===== src/rtl/sdr_burst_pkg.sv =====
package sdr_burst_pkg;

   typedef enum logic [2:0] {
      BLC_ONE  = 3'b000,
      BLC_TWO  = 3'b001,
      BLC_FOUR = 3'b010,
      BLC_EIGHT= 3'b011,
      BLC_PAGE = 3'b111
   } bl_code_e;

   // low-bit span (log2 of length) for a fixed code; 0 for unsupported
   function automatic int unsigned fixed_span(input logic [2:0] code);
      case (code)
         BLC_TWO:   return 1;
         BLC_FOUR:  return 2;
         BLC_EIGHT: return 3;
         default:   return 0;
      endcase
   endfunction

endpackage


===== src/rtl/sdr_bl_decode.sv =====
module sdr_bl_decode
   import sdr_burst_pkg::*;
#(
   parameter int COL_W  = 9,
   parameter bit ILV_EN = 1'b1
)(
   input  logic [2:0]       code_i,
   input  logic             ilv_i,
   output logic [COL_W-1:0] mask_o,
   output logic             full_o
);
   localparam int MAX_FIXED = 3;

   generate
      if (COL_W <= MAX_FIXED) begin : g_bad_width
         $error("sdr_bl_decode: COL_W must exceed the largest fixed span");
      end
   endgenerate

   logic page_ok;
   logic [COL_W-1:0] fixed_mask;

   generate
      if (ILV_EN) begin : g_ilv_rule
         assign page_ok = (code_i == BLC_PAGE) && !ilv_i;
      end else begin : g_seq_only
         assign page_ok = (code_i == BLC_PAGE);
      end
   endgenerate

   always_comb begin
      fixed_mask = '0;
      for (int b = 0; b < MAX_FIXED; b++) begin
         if (b < int'(fixed_span(code_i))) fixed_mask[b] = 1'b1;
      end
   end

   assign full_o = page_ok;
   assign mask_o = page_ok ? {COL_W{1'b1}} : fixed_mask;

   // span mask is always a run of ones starting at bit 0
   always_comb begin
      a_r6_mask_shape: assert (((mask_o + 1'b1) & mask_o) == '0)
         else $error("R6 span mask not contiguous");
   end

endmodule


===== src/rtl/sdr_col_gen.sv =====
module sdr_col_gen #(
   parameter int COL_W  = 9,
   parameter bit ILV_EN = 1'b1
)(
   input  logic [COL_W-1:0] base_i,
   input  logic [COL_W-1:0] step_i,
   input  logic [COL_W-1:0] mask_i,
   input  logic             ilv_i,
   output logic [COL_W-1:0] col_o
);
   logic [COL_W-1:0] sum;
   assign sum = base_i + step_i;

   genvar b;
   generate
      for (b = 0; b < COL_W; b++) begin : g_bit
         logic seq_bit;
         logic mix_bit;
         assign seq_bit = sum[b];
         if (ILV_EN) begin : g_mix
            assign mix_bit = ilv_i ? (base_i[b] ^ step_i[b]) : seq_bit;
         end else begin : g_plain
            assign mix_bit = seq_bit;
         end
         assign col_o[b] = mask_i[b] ? mix_bit : base_i[b];
      end
   endgenerate

endmodule


===== src/rtl/sdr_burst_ctrl.sv =====
module sdr_burst_ctrl #(
   parameter int COL_W = 9
)(
   input  logic             clk,
   input  logic             rst_n,
   input  logic             start_i,
   input  logic [COL_W-1:0] start_col_i,
   input  logic [COL_W-1:0] mask_d_i,
   input  logic             full_d_i,
   input  logic             ilv_d_i,
   input  logic             term_i,
   output logic [COL_W-1:0] base_o,
   output logic [COL_W-1:0] step_o,
   output logic [COL_W-1:0] mask_o,
   output logic             ilv_o,
   output logic             valid_o,
   output logic             last_o
);
   logic [COL_W-1:0] base_q, step_q, mask_q;
   logic             full_q, ilv_q, valid_q;
   logic             at_end;

   assign at_end = !full_q && (step_q == mask_q);

   always_ff @(posedge clk) begin
      if (!rst_n) begin
         valid_q <= 1'b0;
         step_q  <= '0;
         base_q  <= '0;
         mask_q  <= '0;
         full_q  <= 1'b0;
         ilv_q   <= 1'b0;
      end else if (start_i) begin
         valid_q <= 1'b1;
         step_q  <= '0;
         base_q  <= start_col_i;
         mask_q  <= mask_d_i;
         full_q  <= full_d_i;
         ilv_q   <= ilv_d_i;
      end else if (valid_q) begin
         if (term_i || at_end) valid_q <= 1'b0;
         else                  step_q  <= step_q + 1'b1;
      end
   end

   assign base_o  = base_q;
   assign step_o  = step_q;
   assign mask_o  = mask_q;
   assign ilv_o   = ilv_q;
   assign valid_o = valid_q;
   assign last_o  = valid_q && at_end;

   // burst leaves the active state right after its final column
   a_r8_last_ends: assert property (@(posedge clk) disable iff (!rst_n)
      last_o && !start_i |=> !valid_o);
   // terminate closes the burst on the next cycle
   a_r9_term_ends: assert property (@(posedge clk) disable iff (!rst_n)
      valid_o && term_i && !start_i |=> !valid_o);
   // a burst that is neither terminated nor at its end keeps going
   a_r5_continue: assert property (@(posedge clk) disable iff (!rst_n)
      valid_o && !last_o && !term_i |=> valid_o);

endmodule


===== src/rtl/sdr_burst_seq.sv =====
module sdr_burst_seq #(
   parameter int COL_W  = 9,
   parameter bit ILV_EN = 1'b1
)(
   input  logic             clk,
   input  logic             rst_n,
   input  logic             start_i,
   input  logic [COL_W-1:0] start_col_i,
   input  logic [2:0]       bl_code_i,
   input  logic             ilv_i,
   input  logic             term_i,
   output logic [COL_W-1:0] col_o,
   output logic             valid_o,
   output logic             last_o
);
   logic [COL_W-1:0] mask_d, base_q, step_q, mask_q;
   logic             full_d, ilv_q;

   sdr_bl_decode #(.COL_W(COL_W), .ILV_EN(ILV_EN)) u_dec (
      .code_i (bl_code_i),
      .ilv_i  (ilv_i),
      .mask_o (mask_d),
      .full_o (full_d)
   );

   sdr_burst_ctrl #(.COL_W(COL_W)) u_ctrl (
      .clk         (clk),
      .rst_n       (rst_n),
      .start_i     (start_i),
      .start_col_i (start_col_i),
      .mask_d_i    (mask_d),
      .full_d_i    (full_d),
      .ilv_d_i     (ilv_i),
      .term_i      (term_i),
      .base_o      (base_q),
      .step_o      (step_q),
      .mask_o      (mask_q),
      .ilv_o       (ilv_q),
      .valid_o     (valid_o),
      .last_o      (last_o)
   );

   sdr_col_gen #(.COL_W(COL_W), .ILV_EN(ILV_EN)) u_gen (
      .base_i (base_q),
      .step_i (step_q),
      .mask_i (mask_q),
      .ilv_i  (ilv_q),
      .col_o  (col_o)
   );

   // the cycle after a start shows the new start column
   a_r2_load: assert property (@(posedge clk) disable iff (!rst_n)
      start_i |=> valid_o && (col_o == $past(start_col_i)));
   // last flag only on a valid column
   a_r8_last_valid: assert property (@(posedge clk) disable iff (!rst_n)
      last_o |-> valid_o);
   // a sequential full-page start never shows last on its first column
   a_r5_page_no_last: assert property (@(posedge clk) disable iff (!rst_n)
      start_i && (bl_code_i == 3'b111) && !ilv_i |=> !last_o);
   // without a start, an idle block stays idle
   a_r11_idle: assert property (@(posedge clk) disable iff (!rst_n)
      !valid_o && !start_i |=> !valid_o);

endmodule


===== config.mk =====
export PLATFORM = sky130hd
export DESIGN_NAME = sdr_burst_seq
export DESIGN_NICKNAME = d
export VERILOG_FILES = /design/src/rtl/sdr_burst_pkg.sv /design/src/rtl/sdr_bl_decode.sv /design/src/rtl/sdr_col_gen.sv /design/src/rtl/sdr_burst_ctrl.sv /design/src/rtl/sdr_burst_seq.sv
export SDC_FILE = /design/constraint.sdc
export NUM_CORES = 1
export LEC_CHECK = 0
export BUFFER_PORTS_ARGS = -buffer_cell sky130_fd_sc_hd__buf_2
export CAP_MARGIN = 20
export CORE_ASPECT_RATIO = 1.25
export CORE_MARGIN = 2
export CORE_UTILIZATION = 50
export DETAILED_ROUTE_END_ITERATION = 12
export PLACE_DENSITY = 0.76
export RECOVER_POWER = 50
export SLEW_MARGIN = 20
export SYNTH_ARGS = -nofsm -noshare
export SYNTH_HDL_FRONTEND = slang
export SYNTH_HIERARCHICAL = 1
export SYNTH_SLANG_ARGS = --single-unit
export TNS_END_PERCENT = 20

===== constraint.sdc =====
create_clock -name clk -period 2.1 [get_ports clk]
set_input_delay 0.21 -clock clk [delete_from_list [all_inputs] [get_ports clk]]
set_output_delay 0.21 -clock clk [all_outputs]
set_load 0.005 [all_outputs]

==> flow_summary_export.csv, run 1 <==
group,metric,value,unit
run_status,status,"finished with violations",
global_route,grt_pass1_wl,6960,microns
die,start_util,51.7,%
critical_path,path_cells,"ha_4 -> fa_2 -> a211oi_4 -> o32ai_2 -> a31oi_1 -> mux2i_1 -> xor2_1 -> buf_2",
synth,ys_seq_elements,30,
layout,num_antenna_cells,0,
drt,drc,0,
sta,setup_violations,6,
synth,synth_edf_count,0,
synth,synthArstFlopShare,0,%
sta,drv_slew,0,
pwr,peakVddDrop,0.398,mV
synth,syn-instance-count,211,
clock_network,clock-sinks,30,
pwr,power_per_cell_area,592,mW/mm^2
drt,wl_per_cell,14.1,microns
sta,skew,0.00551,ns
critical_path,startpoint_type,"flop",
layout,final_cell_mix,"27 x dfxtp_1, 25 x buf_2, 24 x nor2b_1, 23 x mux2i_1, 19 x nor2_1",
critical_path,slowest_stage,"fa_2",
drt,ant_nets,0,
die,die_area,0.00436,sq mm
sta,period_minus_slack,2.43,ns
critical_path,max_stage_delay,0.37,ns
placement,hpwl,3010,microns
layout,mostFrequentLayoutCell,"dfxtp_1",
synth,synth_warnings,6,
sta,layout_setup_ws,-0.335,ns
drt,num_vias,1589,
die,row_count,25,
synth,synth.largest_area_cell,"dfxtp_1",
clock_network,cts.clk_slew.worst_paths,0.07,ns
clock_network,cts_tree,"built",
drt,dr.pass1.iters,4,
sta,hold_viol,0,
critical_path,crit_arrival,2.22,ns
sta,fmax,411,MHz
pwr,p_leak,1.08,nW
sta,period_share,116,%
run_status,violations,"setup timing",
global_route,gr-total-overflow,0,
global_route,grt_pass1_vias,1538,
sta,whs,0.189,ns
die,die_w,59.5,microns
sta,worst_pin_slew,1.40,ns
critical_path,worstSetupEndpointType,"output port",
placement,gp_congestion,0.842,
clock_network,cts-root-buf,"clkbuf_8",
sta,final.setup.tns,-1.20,ns
synth,yosysTopAreaCellShare,31.2,%
synth,ys_seq_area_share,31.2,%
placement,port_buffers,27,
drt,wirelength,4070,microns
synth,synth_area_leaders,"dfxtp_1 31%, mux2i_1 12%, nor2b_1 7.8%, ha_1 5.9%, xor2_1 5.0%",
layout,final_cell_area,0.00229,sq mm
clock_network,cts_made_buffers,5,
global_route,track_usage,20.7,%
worst_hold_path,hp-class,"primary input to flop",
global_route,grt_max_degree,24,
drt,dr.first_iter.drc_count,27,
die,fp.coreArea,0.00372,sq mm
critical_path,crit_path_max_fanout,2,
sta,maxSlewHeadroom,6.33,%
die,die_y,73.4,microns
synth,ys.flop_type,"dfxtp_1",
clock_network,clk_latency,0.28,ns
clock_network,htree_num_levels,2,
synth,avgSynthCellArea,9.12,sq um
synth,synth.distinct_cells,42,
drt,vias_per_cell,5.52,
layout,drive_above_1_share,26.2,%
critical_path,cp_data_required_time,1.89,ns
global_route,antenna_found_initial,0,
die,io_pins,28,
synth,synth_nets,238,
run,maxCapViolCount,0,
synth,synth_area,0.00192,sq mm
clock_network,clock_path_buffers,2,
placement,place_area,0.00214,sq mm
layout,nets,274,
layout,area_growth,19.1,%
sta,rsz0062_at_grt,"yes",
critical_path,criticalPathCategory,"flop to output port",
worst max-delay path: cells and delay by family (launching register included):
kind	cells	cell delay, ns
adder cells (fa/ha/maj)	2	0.53
buffers and inverters	1	0.12
multiplexers	1	0.25
XOR/XNOR	1	0.15
AO/OA/AOI/OAI	3	0.56
flip-flops	1	0.34
where the power goes:
| part | leakage (nW) | switching (mW) | total, mW | internal (mW) |
|---|---|---|---|---|
| clock | 0.0524 | 0.212 | 0.567 | 0.355 |
| combinational | 0.785 | 0.0914 | 0.186 | 0.0941 |
| sequential | 0.246 | 0.0165 | 0.604 | 0.587 |
cell type report:
| cell class | instances | area (sq um) |
|---|---|---|
| clock buffer | 7 | 76.3 |
| clock inverter | 1 | 30.0 |
| fill | 314 | 1430 |
| inverter | 1 | 3.75 |
| multi-input combinational | 166 | 1270 |
| sequential | 30 | 604 |
| tap | 40 | 50.0 |
| timing repair buffer | 43 | 256 |
stage by stage:
step | setup slack, ns | power (mW) | std cells | utilization, %
after floorplan | 0.0295 | 0.738 | 211 | -
after global placement | -0.113 | 0.792 | 278 | 57.4
after detailed placement | -0.174 | 0.797 | 278 | 57.4
after CTS | -0.446 | 1.37 | 287 | 61.5
after global routing | -0.384 | 1.41 | 288 | 61.6
final | -0.335 | 1.36 | 288 | 61.6
timing repair:
| item | in CTS | in global routing |
|---|---|---|
| setup buffers | 1 | 1 |
| endpoints found under the setup margin | 6 | 7 |
| pin swaps | 8 | 5 |
| hold buffers | 0 | 0 |
| gates resized for setup | 11 | 0 |
| hold endpoints to repair | 0 | 0 |
sequential cells by signal, summed over array words and instances, names as in the netlist:
name	cells
u_ctrl/base_o	9
u_ctrl/mask_o	9
u_ctrl/step_o	9
u_ctrl/full_q	1
u_ctrl/ilv_o	1
u_ctrl/valid_o	1
kinds of logic (layout without fill, tap and decap cells):
group / count (synthesis) / count (layout) / share of synthesized area, %
adders and majority gates: 10 / 10 / 6.89
and+or+nand+nor: 74 / 74 / 20.8
AOI/OAI and AO/OA: 40 / 40 / 15.7
DFF: 30 / 30 / 31.2
buffers and inverters: 15 / 52 / 4.55
xor gates and xnor gates: 17 / 17 / 7.74
muxes: 25 / 25 / 13.1
per-layer routing:
layer  wire (microns)  part of all wire, %  vias to the layer above  GRT usage (%)
met5                0                    0                        -              0
met4               63                  1.5                        0           7.90
met3              121                  3.0                        7           4.40
met2             2070                   51                       34           34.8
met1             1810                   45                      743           25.4
li1                 -                    -                      805              -
final timing paths:
kind | to | startpoint | depth (start not counted) | slack [ns]
max | col_o[8] | u_ctrl/step_o[0] | 8 | -0.33
min | u_ctrl/base_o[5] | start_col_i[5] | 3 | 0.19
max reg2reg | u_ctrl/step_o[5] | u_ctrl/step_o[6] | 6 | 0.20
min reg2reg | u_ctrl/step_o[1] | u_ctrl/step_o[1] | 2 | 0.50
cells in the mapped netlist (all sizes together), types with 3 or more instances:
cell type,number
a21oi,14
a31o,4
a31oi,5
and3,3
buf,10
clkbuf,4
dfxtp,30
ha,9
mux2i,23
nand2,15
nand2b,3
nand3,5
nor2,19
nor2b,24
o21ai,3
xnor2,6
xor2,11
(Power assumes the default switching activity.)
==> run 2, diff against run 1 <==
--- a/config.mk
+++ b/config.mk
@@ -5,7 +5,7 @@
 export SDC_FILE = /design/constraint.sdc
 export NUM_CORES = 1
 export LEC_CHECK = 0
-export BUFFER_PORTS_ARGS = -buffer_cell sky130_fd_sc_hd__buf_2
+export BUFFER_PORTS_ARGS = -buffer_cell sky130_fd_sc_hd__clkbuf_2
 export CAP_MARGIN = 20
 export CORE_ASPECT_RATIO = 1.25
 export CORE_MARGIN = 2
==> flow_summary_export.csv, run 2 (synthesis gave the netlist of run 1 again) <==
group,metric,value,unit
run_status,status,"finished with violations",
run_status,violations,"setup timing",
drt,num_vias,1602,
die,die_y,73.4,microns
sta,hold_viol,0,
worst_hold_path,hold_path.startpoint,"start_col_i[5]",
critical_path,r2r_cells,7,
placement,hpwl,2980,microns
die,io_pins,28,
critical_path,worstSetupEndpointType,"output port",
clock_network,clk_latency,0.29,ns
pwr,power,1.28,mW
drt,dr.first_iter.drc_count,56,
worst_hold_path,hp-class,"primary input to flop",
drt,wl_per_cell,14.6,microns
sta,drv_slew,0,
sta,layout_setup_ws,-0.342,ns
run,maxCapViolCount,0,
sta,worst_pin_slew,1.46,ns
drt,dr.pass1.iters,4,
layout,num_antenna_cells,0,
critical_path,timing.rr.end,"u_ctrl/step_o[5]",
sta,maxSlewHeadroom,2.94,%
sta,period_share,116,%
pwr,power_per_cell_area,562,mW/mm^2
layout,mostFrequentLayoutCell,"dfxtp_1",
clock_network,cts.clk_slew.worst_paths,0.07,ns
drt,ant_nets,0,
pwr,p_leak,1.07,nW
drt,vias_per_cell,5.58,
die,row_count,25,
global_route,grt_pass1_wl,6600,microns
sta,rsz0062_at_grt,"yes",
clock_network,clock-sinks,30,
pwr,peakVddDrop,0.412,mV
clock_network,clock_path_buffers,2,
placement,gp_congestion,0.788,
placement,dp_cells,279,
critical_path,path_cells,"ha_4 -> fa_2 -> a211oi_4 -> o32ai_2 -> a31oi_1 -> mux2i_1 -> xor2_1 -> buf_2",
layout,fin_util,61.4,%
sta,period_minus_slack,2.44,ns
die,start_util,51.7,%
global_route,track_usage,20.5,%
sta,skew,0.00389,ns
critical_path,criticalPathCategory,"flop to output port",
sta,setup_violations,6,
critical_path,r2r_start,"u_ctrl/step_o[0]",
clock_network,cts_hold_buf,0,
layout,area_growth,18.7,%
die,fp.coreArea,0.00372,sq mm
global_route,grt_pass1_vias,1428,
clock_network,cts-root-buf,"clkbuf_8",
worst_hold_path,holdPathStages,3,
placement,port_buffers,27,
sta,whs,0.176,ns
drt,drc,0,
clock_network,cts_tree,"built",
critical_path,startpoint_type,"flop",
clock_network,postCtsSetupRepairBufs,0,
die,die_area,0.00436,sq mm
drt,wirelength,4200,microns
layout,drive_above_1_share,27.5,%
die,die_w,59.5,microns
critical_path,rrSetupSlack,0.10,ns
global_route,antenna_found_initial,0,
critical_path,crit_arrival,2.23,ns
clock_network,htree_num_levels,2,
sta,fmax,410,MHz
critical_path,slowest_stage,"fa_2",
critical_path,crit_path_max_fanout,2,
layout,instances_no_fill,287,
placement,dp_slack,-0.169,ns
layout,final_cell_mix,"26 x dfxtp_1, 25 x clkbuf_2, 24 x nor2b_1, 23 x mux2i_1, 19 x nor2_1",
critical_path,max_stage_delay,0.37,ns
global_route,gr-total-overflow,0,
worst_hold_path,timing.hold.worst_endpoint,"u_ctrl/base_o[5]",
global_route,grt_max_degree,24,
clock_network,cts_made_buffers,5,
layout,nets,273,
critical_path,cp_data_required_time,1.89,ns
## run 2: cell count changes in the layout (fill, tap and decap cells not counted)
cell        change
clkbuf_2       +25
buf_2          -24
buf_4           -2
clkbuf_1        -2
bufinv_16       -1
clkbuf_8        +1
clkinv_2        +1
clkinvlp_4      +1
dfxtp_1         -1
dfxtp_2         +1
ha_1            -1
ha_4            +1
## run 2: routing by layer
metal | vias to the layer above | share of wire, % | GRT usage [%]
li1 | 805 | - | -
met1 | 746 | 43 | 24.8
met2 | 45 | 50 | 33.7
met3 | 6 | 5.1 | 5.99
met4 | 0 | 1.7 | 8.15
met5 | - | 0 | 0
## run 2: area by class of cell
class	count	area (sq um)
clock inverters	2	12.5
flip-flops and latches	30	606
well taps	40	50.0
inverters	1	3.75
fillers	313	1440
multi-input cells	166	1280
clock buffers	6	82.6
repair buffers	42	246
## run 2: report_power, final
group	switching, mW	internal (mW)
Combinational	0.0941	0.0942
Clock	0.229	0.263
Sequential	0.0166	0.588
Total	0.340	0.945
## run 2: what timing repair did
item | in CTS | in global routing
pin swaps | 12 | 3
setup endpoints to repair | 6 | 6
gates resized for setup | 12 | 2
## run 2: how the worst max path moves through the flow
| stage | start | to | depth (start not counted) |
|---|---|---|---|
| floorplan | u_ctrl/step_o[0] | col_o[8] | 7 |
| global route | u_ctrl/step_o[0] | col_o[8] | 8 |
| global placement | u_ctrl/base_o[0] | col_o[8] | 8 |
| CTS | u_ctrl/step_o[0] | col_o[8] | 8 |
| finish | u_ctrl/step_o[0] | col_o[8] | 8 |
| detailed placement | u_ctrl/base_o[0] | col_o[8] | 8 |
## run 2: worst max-delay path, delay by kind of cell, from the launching register on
kind | cells | cell delay (ns)
multiplexers | 1 | 0.24
AO/OA/AOI/OAI | 3 | 0.57
adder cells (fa/ha/maj) | 2 | 0.53
buffers and inverters | 1 | 0.12
flip-flops | 1 | 0.34
XOR/XNOR | 1 | 0.15
## run 2: per-stage QoR
stage               instance area, sq um  TNS (ns)
floorplan                           1930         0
global route                        2280     -1.36
CTS                                 2280     -1.05
global placement                    2140    -0.184
finish                              2280    -0.920
detailed placement                  2140    -0.278
==> run 3, diff against run 2 <==
--- a/config.mk
+++ b/config.mk
@@ -11,7 +11,7 @@
 export CORE_MARGIN = 2
 export CORE_UTILIZATION = 50
 export DETAILED_ROUTE_END_ITERATION = 12
-export PLACE_DENSITY = 0.76
+export PLACE_DENSITY = 0.73
 export RECOVER_POWER = 50
 export SLEW_MARGIN = 20
 export SYNTH_ARGS = -nofsm -noshare
==> constraint.sdc (replaced) <==
create_clock -name clk -period 2.33 [get_ports clk]
set_input_delay 0.233 -clock clk [delete_from_list [all_inputs] [get_ports clk]]
set_output_delay 0.233 -clock clk [all_outputs]
set_load 0.005 [all_outputs]
==> flow_summary_export.csv, run 3 (synthesis gave the netlist of run 1 again) <==
group,metric,value,unit
global_route,gr-total-overflow,0,
global_route,grt_pass1_vias,1527,
clock_network,cts_tree,"built",
run_status,violations,"setup timing",
clock_network,cts_made_buffers,5,
worst_hold_path,timing.hold.worst_endpoint,"u_ctrl/base_o[4]",
sta,worst_pin_slew,1.21,ns
drt,dr.first_iter.drc_count,49,
die,io_pins,28,
sta,rsz0062_at_grt,"yes",
die,fp.coreArea,0.00372,sq mm
clock_network,clk_latency,0.28,ns
global_route,grt_max_degree,24,
global_route,track_usage,21.7,%
drt,dr.pass1.iters,4,
layout,area_growth,17.7,%
critical_path,rrSetupSlack,0.36,ns
clock_network,cts-root-buf,"clkbuf_8",
die,die_area,0.00436,sq mm
critical_path,cp_data_required_time,2.10,ns
clock_network,htree_num_levels,2,
sta,maxSlewHeadroom,19.2,%
clock_network,clock-sinks,30,
worst_hold_path,hp-class,"primary input to flop",
layout,final_cell_mix,"27 x dfxtp_1, 25 x clkbuf_2, 24 x nor2b_1, 23 x mux2i_1, 19 x nor2_1",
pwr,p_leak,1.07,nW
drt,ant_nets,0,
drt,num_vias,1582,
layout,final_cell_area,0.00226,sq mm
drt,wl_per_cell,14.6,microns
placement,port_buffers,27,
run,maxCapViolCount,0,
die,die_y,73.4,microns
die,start_util,51.7,%
die,die_w,59.5,microns
sta,hold_viol,0,
pwr,power_per_cell_area,530,mW/mm^2
sta,setup_violations,2,
pwr,peakVddDrop,0.399,mV
critical_path,worstSetupEndpointType,"output port",
global_route,grt_pass1_wl,7060,microns
critical_path,criticalPathCategory,"flop to output port",
critical_path,timing.rr.end,"u_ctrl/step_o[0]",
run_status,status,"finished with violations",
clock_network,cts.clk_slew.worst_paths,0.07,ns
drt,wirelength,4170,microns
critical_path,r2r_start,"u_ctrl/step_o[4]",
critical_path,r2r_cells,6,
critical_path,crit_arrival,2.25,ns
drt,drc,0,
layout,mostFrequentLayoutCell,"dfxtp_1",
placement,hpwl,3110,microns
worst_hold_path,holdPathStages,3,
layout,nets,271,
sta,layout_setup_ws,-0.154,ns
sta,period_share,107,%
clock_network,clock_path_buffers,2,
sta,final.setup.tns,-0.226,ns
critical_path,startpoint_type,"flop",
placement,place_area,0.00211,sq mm
sta,drv_slew,0,
global_route,antenna_found_initial,0,
drt,vias_per_cell,5.55,
sta,period_minus_slack,2.48,ns
sta,fmax,403,MHz
sta,skew,0.00982,ns
layout,num_antenna_cells,0,
pwr,power,1.20,mW
layout,drive_above_1_share,26.5,%
die,row_count,25,
critical_path,crit_path_max_fanout,2,
placement,gp_congestion,0.842,
worst_hold_path,hold_path.startpoint,"start_col_i[4]",
==> run 3: worst max-delay path, cell delays in order (launching register included) <==
cell and delay (ns):
dfxtp_2 0.34, ha_4 0.16, fa_2 0.37, a211oi_2 0.25, o32ai_2 0.13, a31oi_1 0.18
mux2i_1 0.26, xor2_1 0.16, clkbuf_2 0.12
==> run 3: layer usage <==
| metal | part of all wire, % | GRT usage (%) |
|---|---|---|
| met1 | 46 | 27.5 |
| met2 | 49 | 33.5 |
| met3 | 3.8 | 6.34 |
| met4 | 1.6 | 10.4 |
| met5 | 0 | 0 |
==> run 3: repair_timing <==
item,in CTS,in global routing
pin swaps,6,3
hold endpoints to repair,0,0
setup endpoints to repair,4,6
hold buffers,0,0
resized for setup,8,3
setup buffers,2,0
==> run 3: worst max path at each step <==
stage	startpoint	endpoint	slack, ns	cells past startpoint
final	u_ctrl/step_o[0]	col_o[8]	-0.15	8
after global routing	u_ctrl/step_o[0]	col_o[8]	-0.25	8
after CTS	u_ctrl/step_o[0]	col_o[8]	-0.16	8
after detailed placement	u_ctrl/base_o[0]	col_o[8]	-0.13	8
after global placement	u_ctrl/base_o[0]	col_o[8]	-0.07	8
after floorplan	u_ctrl/step_o[0]	col_o[8]	0.1	7
==> run 3: power breakdown <==
part / internal [mW] / switching [mW] / total, mW / leakage [nW]
logic: 0.0795 / 0.0830 / 0.163 / 0.766
clock network: 0.298 / 0.195 / 0.493 / 0.0575
registers: 0.530 / 0.0154 / 0.545 / 0.246
total: 0.907 / 0.293 / 1.20 / 1.07
==> run 3: final cells by class <==
| class | count | area [sq um] |
|---|---|---|
| Tap cell | 40 | 50.0 |
| Inverter | 1 | 3.75 |
| Sequential cell | 30 | 604 |
| Timing Repair Buffer | 40 | 228 |
| Multi-Input combinational cell | 166 | 1270 |
| Clock buffer | 8 | 110 |
| Fill cell | 330 | 1460 |
==> run 3: metrics by stage <==
stage / hold slack, ns / util [%] / std cells / worst slack [ns]
floorplan: 0.361 / - / 211 / 0.0973
global placement: 0.489 / 56.6 / 275 / -0.0698
global route: 0.219 / 60.8 / 285 / -0.250
detailed placement: 0.500 / 56.6 / 275 / -0.126
CTS: 0.205 / 60.8 / 285 / -0.164
finish: 0.208 / 60.8 / 285 / -0.154
